$ cat src/rtl/repmgmt_pkg.sv
package repmgmt_pkg;
  localparam int unsigned BYTE_W = 8;

  typedef enum logic [1:0] {
    SEQ_IDLE = 2'd0,
    SEQ_RX   = 2'd1,
    SEQ_TX   = 2'd2
  } seqState_t;

  // strobes from the sequencer to the register datapath
  typedef struct packed {
    logic rxShift;   // sample one data bit of the command
    logic cmdDone;   // final data bit sampled this edge: execute
    logic txLoad;    // begin reply: drive start bit, load word
    logic txShift;   // drive next reply bit
  } seqStrobe_t;
endpackage

$ cat src/rtl/repmgmt_seq.sv
module repmgmt_seq
  import repmgmt_pkg::*;
#(
  parameter int unsigned DATA_W = 8
) (
  input  logic       clk,
  input  logic       rstN,
  input  logic       serIn,
  input  logic       cmdIsRead,
  output seqStrobe_t strb
);
  localparam int unsigned CNT_W = $clog2(DATA_W + 1);
  localparam logic [CNT_W-1:0] LAST_RX = CNT_W'(DATA_W - 1);
  localparam logic [CNT_W-1:0] LAST_TX = CNT_W'(DATA_W);

  seqState_t        state;
  logic [CNT_W-1:0] bitCnt;

  always_comb begin
    strb = '0;
    case (state)
      SEQ_RX: begin
        strb.rxShift = 1'b1;
        if (bitCnt == LAST_RX) begin
          strb.cmdDone = 1'b1;
          strb.txLoad  = cmdIsRead;
        end
      end
      SEQ_TX:  strb.txShift = 1'b1;
      default: ;
    endcase
  end

  always_ff @(posedge clk or negedge rstN) begin
    if (!rstN) begin
      state  <= SEQ_IDLE;
      bitCnt <= '0;
    end else begin
      case (state)
        SEQ_IDLE: begin
          bitCnt <= '0;
          if (!serIn) state <= SEQ_RX;
        end
        SEQ_RX: begin
          if (bitCnt == LAST_RX) begin
            bitCnt <= '0;
            state  <= cmdIsRead ? SEQ_TX : SEQ_IDLE;
          end else begin
            bitCnt <= bitCnt + 1'b1;
          end
        end
        SEQ_TX: begin
          if (bitCnt == LAST_TX) begin
            bitCnt <= '0;
            state  <= SEQ_IDLE;
          end else begin
            bitCnt <= bitCnt + 1'b1;
          end
        end
        default: state <= SEQ_IDLE;
      endcase
    end
  end
endmodule

$ cat src/rtl/repmgmt_regs.sv
module repmgmt_regs
  import repmgmt_pkg::*;
#(
  parameter int unsigned NUM_TP = 8,
  parameter int unsigned OPT_W  = 3,
  parameter int unsigned DATA_W = 8
) (
  input  logic              clk,
  input  logic              rstN,
  input  logic              serIn,
  input  seqStrobe_t        strb,
  input  logic [NUM_TP-1:0] tpLinkGood,
  input  logic [NUM_TP-1:0] tpPolRev,
  input  logic [NUM_TP-1:0] tpConnected,
  input  logic [NUM_TP-1:0] tpRateErr,
  input  logic              auiPartitioned,
  input  logic              auiRateErrEv,
  input  logic              auiSqeEv,
  input  logic              auiLoopErrEv,
  input  logic              jabberEv,
  output logic              cmdIsRead,
  output logic              serOut,
  output logic [NUM_TP-1:0] tpEnable,
  output logic [NUM_TP-1:0] tpLinkTestEn,
  output logic [NUM_TP-1:0] tpAutoPolEn,
  output logic              auiEnable,
  output logic              auiAltRecon,
  output logic              tpAltRecon,
  output logic [OPT_W-1:0]  optionBits
);
  localparam int unsigned SEL_W = $clog2(NUM_TP);
  localparam int unsigned HI_W  = DATA_W - SEL_W;

  logic [DATA_W-1:0] rxSr;
  logic [DATA_W-1:0] cmdByte;
  logic [DATA_W-1:0] txSr;
  logic [DATA_W-1:0] reply;
  logic [HI_W-1:0]   hiField;
  logic [SEL_W-1:0]  portSel;
  logic [NUM_TP-1:0] portMask;

  logic stB, stS, stL, stJab;
  logic clrB, clrSL, clrJab;
  logic enSet, enClr, ltSet, ltClr, apSet, apClr;
  logic auiSet, auiClr, auiAltSet, tpAltSet, optWr;

  // byte as it stands once the final data bit is taken
  assign cmdByte  = {serIn, rxSr[DATA_W-1:1]};
  assign hiField  = cmdByte[DATA_W-1:SEL_W];
  assign portSel  = cmdByte[SEL_W-1:0];
  assign portMask = NUM_TP'(1) << portSel;

  always_ff @(posedge clk or negedge rstN) begin
    if (!rstN)             rxSr <= '0;
    else if (strb.rxShift) rxSr <= cmdByte;
  end

  // opcode decode
  always_comb begin
    cmdIsRead = 1'b0;
    reply     = '0;
    clrB      = 1'b0;
    clrSL     = 1'b0;
    clrJab    = 1'b0;
    enSet     = 1'b0;
    enClr     = 1'b0;
    ltSet     = 1'b0;
    ltClr     = 1'b0;
    apSet     = 1'b0;
    apClr     = 1'b0;
    auiSet    = 1'b0;
    auiClr    = 1'b0;
    auiAltSet = 1'b0;
    tpAltSet  = 1'b0;
    optWr     = 1'b0;
    case (cmdByte)
      8'hD0: begin cmdIsRead = 1'b1; reply = DATA_W'(tpLinkGood);  end
      8'hE0: begin cmdIsRead = 1'b1; reply = DATA_W'(tpPolRev);    end
      8'h80: begin cmdIsRead = 1'b1; reply = DATA_W'(tpConnected); end
      8'h8E: begin cmdIsRead = 1'b1; reply = DATA_W'(tpRateErr);   end
      8'hF0: begin
        cmdIsRead = 1'b1;
        reply     = {stJab, {(DATA_W-1){1'b0}}};
        clrJab    = 1'b1;
      end
      8'h89, 8'h8B, 8'h8D, 8'h8F: begin
        cmdIsRead = 1'b1;
        reply     = {auiPartitioned, stB, stS, stL, {(DATA_W-4){1'b0}}};
        clrB      = cmdByte[2];
        clrSL     = cmdByte[1];
      end
      8'h3F: auiSet    = 1'b1;
      8'h2F: auiClr    = 1'b1;
      8'h1F: auiAltSet = 1'b1;
      8'h10: tpAltSet  = 1'b1;
      default: begin
        case (hiField)
          5'b00110: enSet = 1'b1;
          5'b00100: enClr = 1'b1;
          5'b01010: ltSet = 1'b1;
          5'b01000: ltClr = 1'b1;
          5'b01110: apSet = 1'b1;
          5'b01100: apClr = 1'b1;
          5'b00001: optWr = 1'b1;
          default:  ;
        endcase
      end
    endcase
  end

  // per-port control bits
  for (genvar g = 0; g < NUM_TP; g++) begin : gPort
    logic hit;
    assign hit = strb.cmdDone & portMask[g];
    always_ff @(posedge clk or negedge rstN) begin
      if (!rstN) begin
        tpEnable[g]     <= 1'b1;
        tpLinkTestEn[g] <= 1'b1;
        tpAutoPolEn[g]  <= 1'b1;
      end else if (hit) begin
        if (enSet)      tpEnable[g]     <= 1'b1;
        else if (enClr) tpEnable[g]     <= 1'b0;
        if (ltSet)      tpLinkTestEn[g] <= 1'b1;
        else if (ltClr) tpLinkTestEn[g] <= 1'b0;
        if (apSet)      tpAutoPolEn[g]  <= 1'b1;
        else if (apClr) tpAutoPolEn[g]  <= 1'b0;
      end
    end
  end

  // global control bits
  always_ff @(posedge clk or negedge rstN) begin
    if (!rstN) begin
      auiEnable   <= 1'b1;
      auiAltRecon <= 1'b0;
      tpAltRecon  <= 1'b0;
      optionBits  <= '0;
    end else if (strb.cmdDone) begin
      if (auiSet)    auiEnable   <= 1'b1;
      if (auiClr)    auiEnable   <= 1'b0;
      if (auiAltSet) auiAltRecon <= 1'b1;
      if (tpAltSet)  tpAltRecon  <= 1'b1;
      if (optWr)     optionBits  <= cmdByte[OPT_W-1:0];
    end
  end

  // sticky flags: a new event outranks a clear in the same cycle
  always_ff @(posedge clk or negedge rstN) begin
    if (!rstN) begin
      stB   <= 1'b0;
      stS   <= 1'b0;
      stL   <= 1'b0;
      stJab <= 1'b0;
    end else begin
      stB   <= auiRateErrEv | (stB   & ~(strb.cmdDone & clrB));
      stS   <= auiSqeEv     | (stS   & ~(strb.cmdDone & clrSL));
      stL   <= auiLoopErrEv | (stL   & ~(strb.cmdDone & clrSL));
      stJab <= jabberEv     | (stJab & ~(strb.cmdDone & clrJab));
    end
  end

  // reply shifter, refilled with ones so the line rests high
  always_ff @(posedge clk or negedge rstN) begin
    if (!rstN) begin
      serOut <= 1'b1;
      txSr   <= '1;
    end else if (strb.txLoad) begin
      serOut <= 1'b0;
      txSr   <= reply;
    end else if (strb.txShift) begin
      serOut <= txSr[0];
      txSr   <= {1'b1, txSr[DATA_W-1:1]};
    end
  end
endmodule

$ cat src/rtl/repmgmt_serial_ctrl.sv
module repmgmt_serial_ctrl
  import repmgmt_pkg::*;
#(
  parameter int unsigned NUM_TP = 8,
  parameter int unsigned OPT_W  = 3
) (
  input  logic              clk,
  input  logic              rstN,
  input  logic              serIn,
  input  logic [NUM_TP-1:0] tpLinkGood,
  input  logic [NUM_TP-1:0] tpPolRev,
  input  logic [NUM_TP-1:0] tpConnected,
  input  logic [NUM_TP-1:0] tpRateErr,
  input  logic              auiPartitioned,
  input  logic              auiRateErrEv,
  input  logic              auiSqeEv,
  input  logic              auiLoopErrEv,
  input  logic              jabberEv,
  output logic              serOut,
  output logic [NUM_TP-1:0] tpEnable,
  output logic [NUM_TP-1:0] tpLinkTestEn,
  output logic [NUM_TP-1:0] tpAutoPolEn,
  output logic              auiEnable,
  output logic              auiAltRecon,
  output logic              tpAltRecon,
  output logic [OPT_W-1:0]  optionBits
);
  seqStrobe_t seqStrb;
  logic       cmdIsRead;

  repmgmt_seq #(.DATA_W(BYTE_W)) u_seq (
    .clk      (clk),
    .rstN     (rstN),
    .serIn    (serIn),
    .cmdIsRead(cmdIsRead),
    .strb     (seqStrb)
  );

  repmgmt_regs #(.NUM_TP(NUM_TP), .OPT_W(OPT_W), .DATA_W(BYTE_W)) u_regs (
    .clk           (clk),
    .rstN          (rstN),
    .serIn         (serIn),
    .strb          (seqStrb),
    .tpLinkGood    (tpLinkGood),
    .tpPolRev      (tpPolRev),
    .tpConnected   (tpConnected),
    .tpRateErr     (tpRateErr),
    .auiPartitioned(auiPartitioned),
    .auiRateErrEv  (auiRateErrEv),
    .auiSqeEv      (auiSqeEv),
    .auiLoopErrEv  (auiLoopErrEv),
    .jabberEv      (jabberEv),
    .cmdIsRead     (cmdIsRead),
    .serOut        (serOut),
    .tpEnable      (tpEnable),
    .tpLinkTestEn  (tpLinkTestEn),
    .tpAutoPolEn   (tpAutoPolEn),
    .auiEnable     (auiEnable),
    .auiAltRecon   (auiAltRecon),
    .tpAltRecon    (tpAltRecon),
    .optionBits    (optionBits)
  );
endmodule

$ cat config.mk
export PLATFORM = sky130hd
export DESIGN_NAME = repmgmt_serial_ctrl
export DESIGN_NICKNAME = d
export VERILOG_FILES = /design/src/rtl/repmgmt_pkg.sv /design/src/rtl/repmgmt_seq.sv /design/src/rtl/repmgmt_regs.sv /design/src/rtl/repmgmt_serial_ctrl.sv
export SDC_FILE = /design/constraint.sdc
export NUM_CORES = 1
export LEC_CHECK = 0
export BUFFER_PORTS_ARGS = -buffer_cell sky130_fd_sc_hd__buf_2
export CAP_MARGIN = 10
export CORE_ASPECT_RATIO = 1.2
export CORE_MARGIN = 4
export CORE_UTILIZATION = 50
export DETAILED_ROUTE_END_ITERATION = 10
export PLACE_DENSITY_LB_ADDON = 0.1
export SETUP_SLACK_MARGIN = 0.3
export SYNTH_ARGS = -nofsm -noshare
export SYNTH_HDL_FRONTEND = slang
export SYNTH_SLANG_ARGS = --single-unit
$ cat constraint.sdc
create_clock -name clk -period 2.8 [get_ports clk]
set_clock_uncertainty 0.1 [all_clocks]
set_input_delay 0.14 -clock clk [delete_from_list [all_inputs] [get_ports clk]]
set_output_delay 0.14 -clock clk [all_outputs]
set_load 0.01 [all_outputs]
* Word-level counts from Yosys, hierarchy flattened
Cells that the tools add are included.
Word-level totals: register bits after elaboration 57, input port bits 40, output and inout bits 31, word-level logic and storage cells 173
Operators by class: add/sub/neg operators 1, eq/ne operators 27, shift-type cells 1, mux-type cells 46, bitwise logic cells 22, reduce and logical (&&, ||, !) cells 39
Operators with widths (count):
- $eq A8 B8 Y1 const B | 9
- $reduce_and A2 Y1 | 28
- $pmux W8 S6 | 1
- $mux W1 | 33
- $eq A5 B4 Y1 const B | 4
- $eq A8 B5 Y1 const B | 2
- $eq A8 B6 Y1 const B | 2
- $mux W8 | 2
- $and A1 B1 Y1 | 15
- $reduce_or A13 Y1 | 1
- $pmux W4 S3 | 1
- $eq A5 B3 Y1 const B | 2
- $mux W2 | 5
- $reduce_bool A2 Y1 | 5
- $reduce_or A9 Y1 | 1
- $mux W4 | 2
- $shl A1 B3 Y8 const A | 1
- $pmux W2 S3 | 1
- $eq A5 B1 Y1 const B | 1
- $add A4 B1 Y4 const B | 1
- $eq A4 B3 Y1 const B | 1
- $eq A4 B4 Y1 const B | 1
- $ne A2 B1 Y1 const B | 2
- $or A1 B1 Y1 | 4
- other kinds (9) | 11

* Longest topological paths before layout
Gate-level depths: netlist of the first run.
depth after elaboration 9, depth in mapped cells 7, gate-level depth less buffers 6

* By module
Synthesis of the first run repeated with hierarchy kept, for this count alone.
Second synthesis, totals: cells, all modules 281, area total of the unflattened synthesis 3099.2 µm²
Modules (own cells, without submodules):
- repmgmt_regs | instances 1, cells each 234, area an instance 2658.8 µm², seq. area each 1293.7 µm²
- repmgmt_seq | instances 1, cells each 47, area an instance 440.4 µm², seq. area each 150.1 µm²

* Worst setup path after synthesis of the first run
OpenSTA, ideal clock, no wires.
path kind register -> register, from reg u_seq.state[1], to reg u_regs.tpLinkTestEn[1], library setup time 0.082 ns, arrival 1.854 ns, required time 2.618 ns, path slack 0.764 ns, cell stages (with the launch flop) 7, buffers on the path 0, period minus slack after synthesis 2.036 ns, cells stage by stage dfrtp_1 inv_1 ha_1 nand4b_2 or4b_1 nor2_1 mux2_2
On the way: longest elaborated chain between the ends 4
Ends and longest elaborated chain:
- start, declared | line repmgmt_seq.sv:16 | seqState_t state;
- start signal, assigned | line repmgmt_seq.sv:47 | state <= cmdIsRead ? SEQ_TX : SEQ_IDLE;
- $eq A2 B1 Y1 | line repmgmt_seq.sv:21 | case (state)
- $mux W3 | line repmgmt_seq.sv:21
- $and A1 B1 Y1 | line repmgmt_regs.sv:114 | assign hit = strb.cmdDone & portMask[g];
- $reduce_and A2 Y1 (no source line)
- end signal, assigned by index | line repmgmt_regs.sv:118 | tpLinkTestEn[g] <= 1'b1;
- end signal, assigned by index | line repmgmt_regs.sv:123 | if (ltSet) tpLinkTestEn[g] <= 1'b1;
- end signal, assigned by index | line repmgmt_regs.sv:124 | else if (ltClr) tpLinkTestEn[g] <= 1'b0;
- end, declared | line repmgmt_regs.sv:24 | output logic [NUM_TP-1:0] tpLinkTestEn,
Every way passes these cells. A chain may end at the register's enable or synchronous reset.

* Worst setup path in the final report of the first run
from reg u_seq.state[1], to reg u_regs.tpLinkTestEn[3]
Same word-level chain as after synthesis.

==> results.json, run 1 <==
{
  "critical_path_peak_fanout": 14,
  "whs_path_depth": 4,
  "r2r-start": "u_seq.state[1]$_DFFE_PN0P_",
  "route.met2.wl_um": 3690,
  "path_buf_inv": 1,
  "grt_pass1_vias": 2455,
  "synthesis.nets": 326,
  "drv_slew": 0,
  "netlist_instances": 280,
  "fin_crit_sh": 0.812,
  "clockBufferDepth": 2,
  "drive_gt1_frac": 0.484,
  "worst_pin_slew_ps": 1010,
  "post_drt_wl_per_cell_um": 16.6,
  "synth-edff-count": 0,
  "worstHoldStart": "tpPolRev[4]",
  "setup_viol_count_final": 0,
  "insertion_delay_ps": 310,
  "vias": 2448,
  "cts_setup_buffers": 0,
  "min_to": "u_regs.txSr[4]$_DFFE_PN1P_",
  "layout-area-overhead-vs-synth_pct": 19.1,
  "path_cells": "inv_1, ha_2, and4b_1, nand4b_1, nor2_1, mux2_2",
  "wl_met1_um": 3130,
  "io_pins": 71,
  "grt_antenna_before_repair": 0,
  "synth_seq_cells": 56,
  "critPathArrivalTime_ps": 2430,
  "grt_use_total": 0.203,
  "netlist.area_leader.share": 0.287,
  "top_layer_used": "met4",
  "synth_area_um2": 3110,
  "critPathMaxStageDelay_ps": 500,
  "hold_class": "input port to register",
  "avgSynthCellArea_um2": 11.1,
  "rsz0062_at_grt": "no",
  "slowest_stage": "and4b_1",
  "p_total_uw": 2690,
  "root_buffer": "clkbuf_8",
  "critPathLaunchType": "register",
  "yosys-top-cells-count": "mux2_2, dfstp_2, nor2_1, dfrtp_1, nand3_1",
  "final_antenna_net_count": 0,
  "gp_congestion": 0.836,
  "tns_ps": 0,
  "synth_ff_type": "dfstp_2",
  "fp-row-count": 31,
  "min_period_ps": 2270,
  "drt-initial-drc-count": 145,
  "vias_per_cell": 5.65,
  "drt_pass1_iterations": 6,
  "overflow": 0,
  "ys_warn_count": 0,
  "die_y_um": 94.4,
  "diodes": 0,
  "core_area_um2": 6050,
  "routed_wirelength_um": 7170,
  "cap_violations": 0,
  "leakagePower_uw": 0.00160,
  "grt_max_degree": 47,
  "cts.sinks": 56,
  "synthMostInstantiatedCell": "mux2_2",
  "relSlewSlack": 0.324,
  "die_w_um": 80.0,
  "drc": 0,
  "p_per_area_nw_per_um2": 727,
  "crit_family": "simple AND/OR/NAND/NOR gates",
  "end_kind": "register",
  "max_freq_ghz": 0.440,
  "synth_area_leaders": "dfstp_2, dfrtp_1, mux2_2, mux2i_1, nor2_1",
  "hold_viol_final": 0,
  "synth_seq_area_share": 0.464,
  "start_util": 0.514,
  "nets": 396,
  "r2r_cells": 6,
  "hpwlAfterDp_um": 5250,
  "grt_pass1_wl_um": 12100,
  "synth_cell_types": 54,
  "status": "finished, final reports clean",
  "dieArea_um2": 7560,
  "cts_tree": "built",
  "ir_drop_v": 0.000381,
  "r2r-end": "u_regs.tpLinkTestEn[3]$_DFFE_PN1P_",
  "clkTransAtPathRegs_ps": 110,
  "numCtsBuffers": 5,
  "htree_num_levels": 2,
  "yosys.area.top_type": "dfstp_2",
  "async_flop_share": 1.00,
  "routed-wl-met3_um": 284,
  "critPathRequiredTime_ps": 2950,
  "nFillCells": 545,
  "crit_type": "register to register",
  "io_buffer_count": 70,
  "rrSetupSlack_ps": 530
}
==> timing repair <==
item                                    4_1_cts  5_1_grt
gates resized for setup                       0        1
endpoints found under the hold margin        26        0
hold buffers                                  5        0
endpoints found under the setup margin        0       26
==> sequential cells by signal, summed over array words and instances (netlist names) <==
name / flops
u_regs.tpAutoPolEn: 8
u_regs.auiAltRecon: 1
u_regs.tpLinkTestEn: 8
u_seq.bitCnt: 4
u_seq.state: 2
u_regs.txSr: 8
u_regs.optionBits: 3
u_regs.stJab: 1
u_regs.tpEnable: 8
u_regs.serOut: 1
u_regs.auiEnable: 1
u_regs.stS: 1
u_regs.rxSr: 7
u_regs.stL: 1
u_regs.tpAltRecon: 1
u_regs.stB: 1
==> cells in the final DEF (no fill, tap or decap), types with 2 or more instances in the layout <==
cell	synthesis	final
buf_2	7	70
mux2_2	38	38
dfstp_2	34	34
nor2_1	26	26
dfrtp_1	22	22
nand3_1	16	16
nand2_1	14	14
mux2i_1	10	10
buf_4	0	9
a22oi_1	8	8
inv_1	7	7
a21o_1	5	5
nor3_1	5	5
o22a_1	5	5
ha_1	6	5
clkbuf_8	0	5
dlygate4sd3_1	0	5
and4b_1	3	3
nand4_1	3	3
o21ai_0	3	3
nand3b_1	3	3
nand4b_1	3	3
and3_1	3	3
a221o_1	3	3
a22o_1	3	3
a221oi_1	3	3
a2bb2oi_1	3	3
and2_1	2	2
or4b_1	2	2
nor4bb_1	2	2
nor2b_1	2	2
a31o_2	2	2
nand2b_1	2	2
==> layout make-up <==
| type | count | area (µm²) | area share |
|---|---|---|---|
| multi-input combinational | 196 | 1550 | 0.418 |
| sequential | 56 | 1440 | 0.389 |
| timing repair buffer | 84 | 468 | 0.126 |
| tap | 82 | 103 | 0.0277 |
| clock buffer | 5 | 68.8 | 0.0186 |
| clock inverter | 3 | 50.0 | 0.0135 |
| inverter | 7 | 26.3 | 0.00709 |
==> how the worst max path moves through the flow <==
stage                                              end  slack [ps]  depth (start not counted)                       start
floorplan           u_regs.tpLinkTestEn[1]$_DFFE_PN1P_         760                          6  u_seq.state[1]$_DFFE_PN0P_
global placement    u_regs.tpLinkTestEn[3]$_DFFE_PN1P_         440                          6  u_seq.state[1]$_DFFE_PN0P_
detailed placement  u_regs.tpLinkTestEn[3]$_DFFE_PN1P_         370                          6  u_seq.state[1]$_DFFE_PN0P_
CTS                 u_regs.tpLinkTestEn[3]$_DFFE_PN1P_         350                          6  u_seq.state[1]$_DFFE_PN0P_
global route        u_regs.tpLinkTestEn[3]$_DFFE_PN1P_         340                          6  u_seq.state[1]$_DFFE_PN0P_
finish              u_regs.tpLinkTestEn[3]$_DFFE_PN1P_         530                          6  u_seq.state[1]$_DFFE_PN0P_
==> routing by layer <==
| layer | vias up | GRT usage |
|---|---|---|
| met2 | 59 | 0.349 |
| li1 | 1172 | - |
| met3 | 7 | 0.0363 |
| met1 | 1210 | 0.262 |
| met5 | - | 0 |
| met4 | 0 | 0.0521 |
==> kinds of logic (layout without fill, tap and decap cells) <==
| family | Yosys count | in the layout | synth area share |
|---|---|---|---|
| AOI/OAI and AO/OA | 46 | 46 | 0.125 |
| adders and majority gates | 6 | 6 | 0.0241 |
| buffers and inverters | 28 | 99 | 0.0394 |
| DFF | 56 | 56 | 0.464 |
| muxes | 48 | 48 | 0.170 |
| and+or+nand+nor | 96 | 96 | 0.178 |
==> through the flow <==
step | std cells | util | cell area, µm² | setup slack, ps | hold WS [ps]
final | 433 | 0.613 | 3710 | 525 | 151
after global placement | 420 | 0.585 | 3540 | 435 | 223
after floorplan | 280 | - | 3110 | 764 | -256
after CTS | 433 | 0.612 | 3710 | 352 | 144
after detailed placement | 420 | 0.585 | 3540 | 368 | 225
after global routing | 433 | 0.613 | 3710 | 339 | 189
==> worst min-delay path, stage by stage <==
cell and delay [ps]:
buf_2 80, a22o_1 110, a221oi_1 70, a2bb2oi_1 120
==> report_power, final <==
part / switching, µW / internal [µW] / total (µW) / leakage [µW]
clock: 287 / 276 / 564 / 0.0000607
combinational: 497 / 439 / 935 / 0.000919
sequential: 235 / 961 / 1200 / 0.000623
Power figures use the tool's default switching activity.
==> run 2: changes to the inputs <==
==> constraint.sdc (replaced) <==
create_clock -name clk -period 2.1 [get_ports clk]
set_clock_uncertainty 0.1 [all_clocks]
set_input_delay 0.105 -clock clk [delete_from_list [all_inputs] [get_ports clk]]
set_output_delay 0.105 -clock clk [all_outputs]
set_load 0.01 [all_outputs]
==> run 2 against run 1 <==
Compared with the run above:
- combinational power is 79% higher
- core utilization is 6.1 points higher
- sequential power is 28% higher
- count of clock-buffer cells in the layout is 1 higher
- die area stayed put
- sequential share of layout area is 3.3 points lower
- critical path depth stayed put
- critical path type unchanged
==> results.json, run 2 (same netlist as run 1, synthesis figures left out) <==
{
  "fin_cells": 461,
  "use_met1": 0.261,
  "drt_pass1_iterations": 4,
  "critical_path_peak_fanout": 5,
  "leakagePower_uw": 0.00174,
  "critPathArrivalTime_ps": 2020,
  "status": "finished, final reports clean",
  "numCtsBuffers": 5,
  "placed_area_um2": 3660,
  "final_area_um2": 4080,
  "cts_tree": "built",
  "cap_violations": 0,
  "start_util": 0.514,
  "dieArea_um2": 7560,
  "vias_per_cell": 5.55,
  "cts.sinks": 56,
  "grt_use_met2": 0.352,
  "routed_wirelength_um": 7500,
  "p_per_area_nw_per_um2": 929,
  "final_antenna_net_count": 0,
  "final_common_cell": "buf_2",
  "drive_gt1_frac": 0.607,
  "drv_slew": 0,
  "gp_congestion": 0.828,
  "diodes": 0,
  "hold_ws_ps": 135,
  "io_pins": 71,
  "vias": 2558,
  "min_period_ps": 1880,
  "grt_use_total": 0.202,
  "clockBufferDepth": 2,
  "fp-row-count": 31,
  "grt_max_degree": 57,
  "grt_pass1_wl_um": 12200,
  "die_w_um": 80.0,
  "rsz0062_at_grt": "yes",
  "dp.cells": 432,
  "drt-initial-drc-count": 113,
  "hold_viol_final": 0,
  "grt_antenna_before_repair": 0,
  "insertion_delay_ps": 300,
  "layout-area-overhead-vs-synth_pct": 31.0,
  "crit_type": "register to register",
  "critPathLaunchType": "register",
  "nets": 424,
  "fin_crit_sh": 0.898,
  "overflow": 0,
  "hold_class": "input port to register",
  "grt_pass1_vias": 2576,
  "ir_drop_v": 0.000557,
  "io_buffer_count": 70,
  "tns_ps": 0,
  "p_total_uw": 3790,
  "clkTransAtPathRegs_ps": 100,
  "root_buffer": "clkbuf_8",
  "htree_num_levels": 2,
  "busiest_layer": "met2",
  "final_cell_mix": "buf_2, buf_4, dfstp_2",
  "core_area_um2": 6050,
  "grtUsageMet3": 0.0363,
  "post_drt_wl_per_cell_um": 16.3,
  "worst_pin_slew_ps": 685,
  "relSlewSlack": 0.543,
  "die_y_um": 94.4,
  "setup_viol_count_final": 0,
  "hpwlAfterDp_um": 5280,
  "end_kind": "register",
  "critPathRequiredTime_ps": 2240,
  "drc": 0,
  "max_freq_ghz": 0.531
}
## run 2: changes by cell type in the layout (fill, tap and decap cells not counted), sizes merged
cell      delta
clkbuf       +1
buf         +28
clkinvlp     +1
bufinv       -1
inv          -2
clkinv       +1
## run 2: worst paths after layout
| path | start | to | slack [ps] | cells after the start |
|---|---|---|---|---|
| max reg2reg | u_seq.state[1]$_DFFE_PN0P_ | u_regs.tpLinkTestEn[1]$_DFFE_PN1P_ | 220 | 6 |
| min | tpPolRev[5] | u_regs.txSr[5]$_DFFE_PN1P_ | 140 | 4 |
| min in group asynchronous | rstN | u_seq.bitCnt[3]$_DFFE_PN0P_ | 360 | 3 |
| max | u_seq.state[1]$_DFFE_PN0P_ | u_regs.tpLinkTestEn[1]$_DFFE_PN1P_ | 220 | 6 |
| max in group asynchronous | rstN | u_regs.rxSr[6]$_DFFE_PN0P_ | 1050 | 3 |
| min reg2reg | u_regs.stB$_DFF_PN0_ | u_regs.stB$_DFF_PN0_ | 380 | 1 |
## run 2: final cells by class
type	count	area, µm²
Tap cell	82	103
Multi-Input combinational cell	196	1720
Fill cell	504	1970
Clock buffer	6	72.6
Sequential cell	56	1450
Inverter	7	26.3
Clock inverter	2	12.5
Timing Repair Buffer	112	691
## run 2: critical path, stage by stage (launching register included)
cell and delay (ps):
dfrtp_1 400, inv_2 80, ha_4 160, nand4b_4 110, or4b_4 540, nor2_2 130, mux2_4 310
## run 2: what timing repair did
item | CTS | global route
setup buffers | 9 | 7
pin swaps | 4 | 13
hold buffers | 5 | 0
hold endpoints to repair | 26 | 0
resized for setup | 18 | 24
endpoints found under the setup margin | 40 | 42
## run 2: power breakdown
group	internal [µW]	switching [µW]
Sequential	1300	236
Combinational	806	868
Clock	234	349
## run 2: per-stage QoR
step | utilization | worst slack (ps)
CTS | 0.652 | 248
finish | 0.674 | 215
detailed placement | 0.605 | 113
global route | 0.674 | 136
floorplan | - | 216
global placement | 0.605 | 144
## run 2: per-layer routing
layer / share of wire / routed length (µm)
met5: 0 / 0
met3: 0.040 / 298
met1: 0.44 / 3310
met2: 0.51 / 3840
met4: 0.0077 / 58
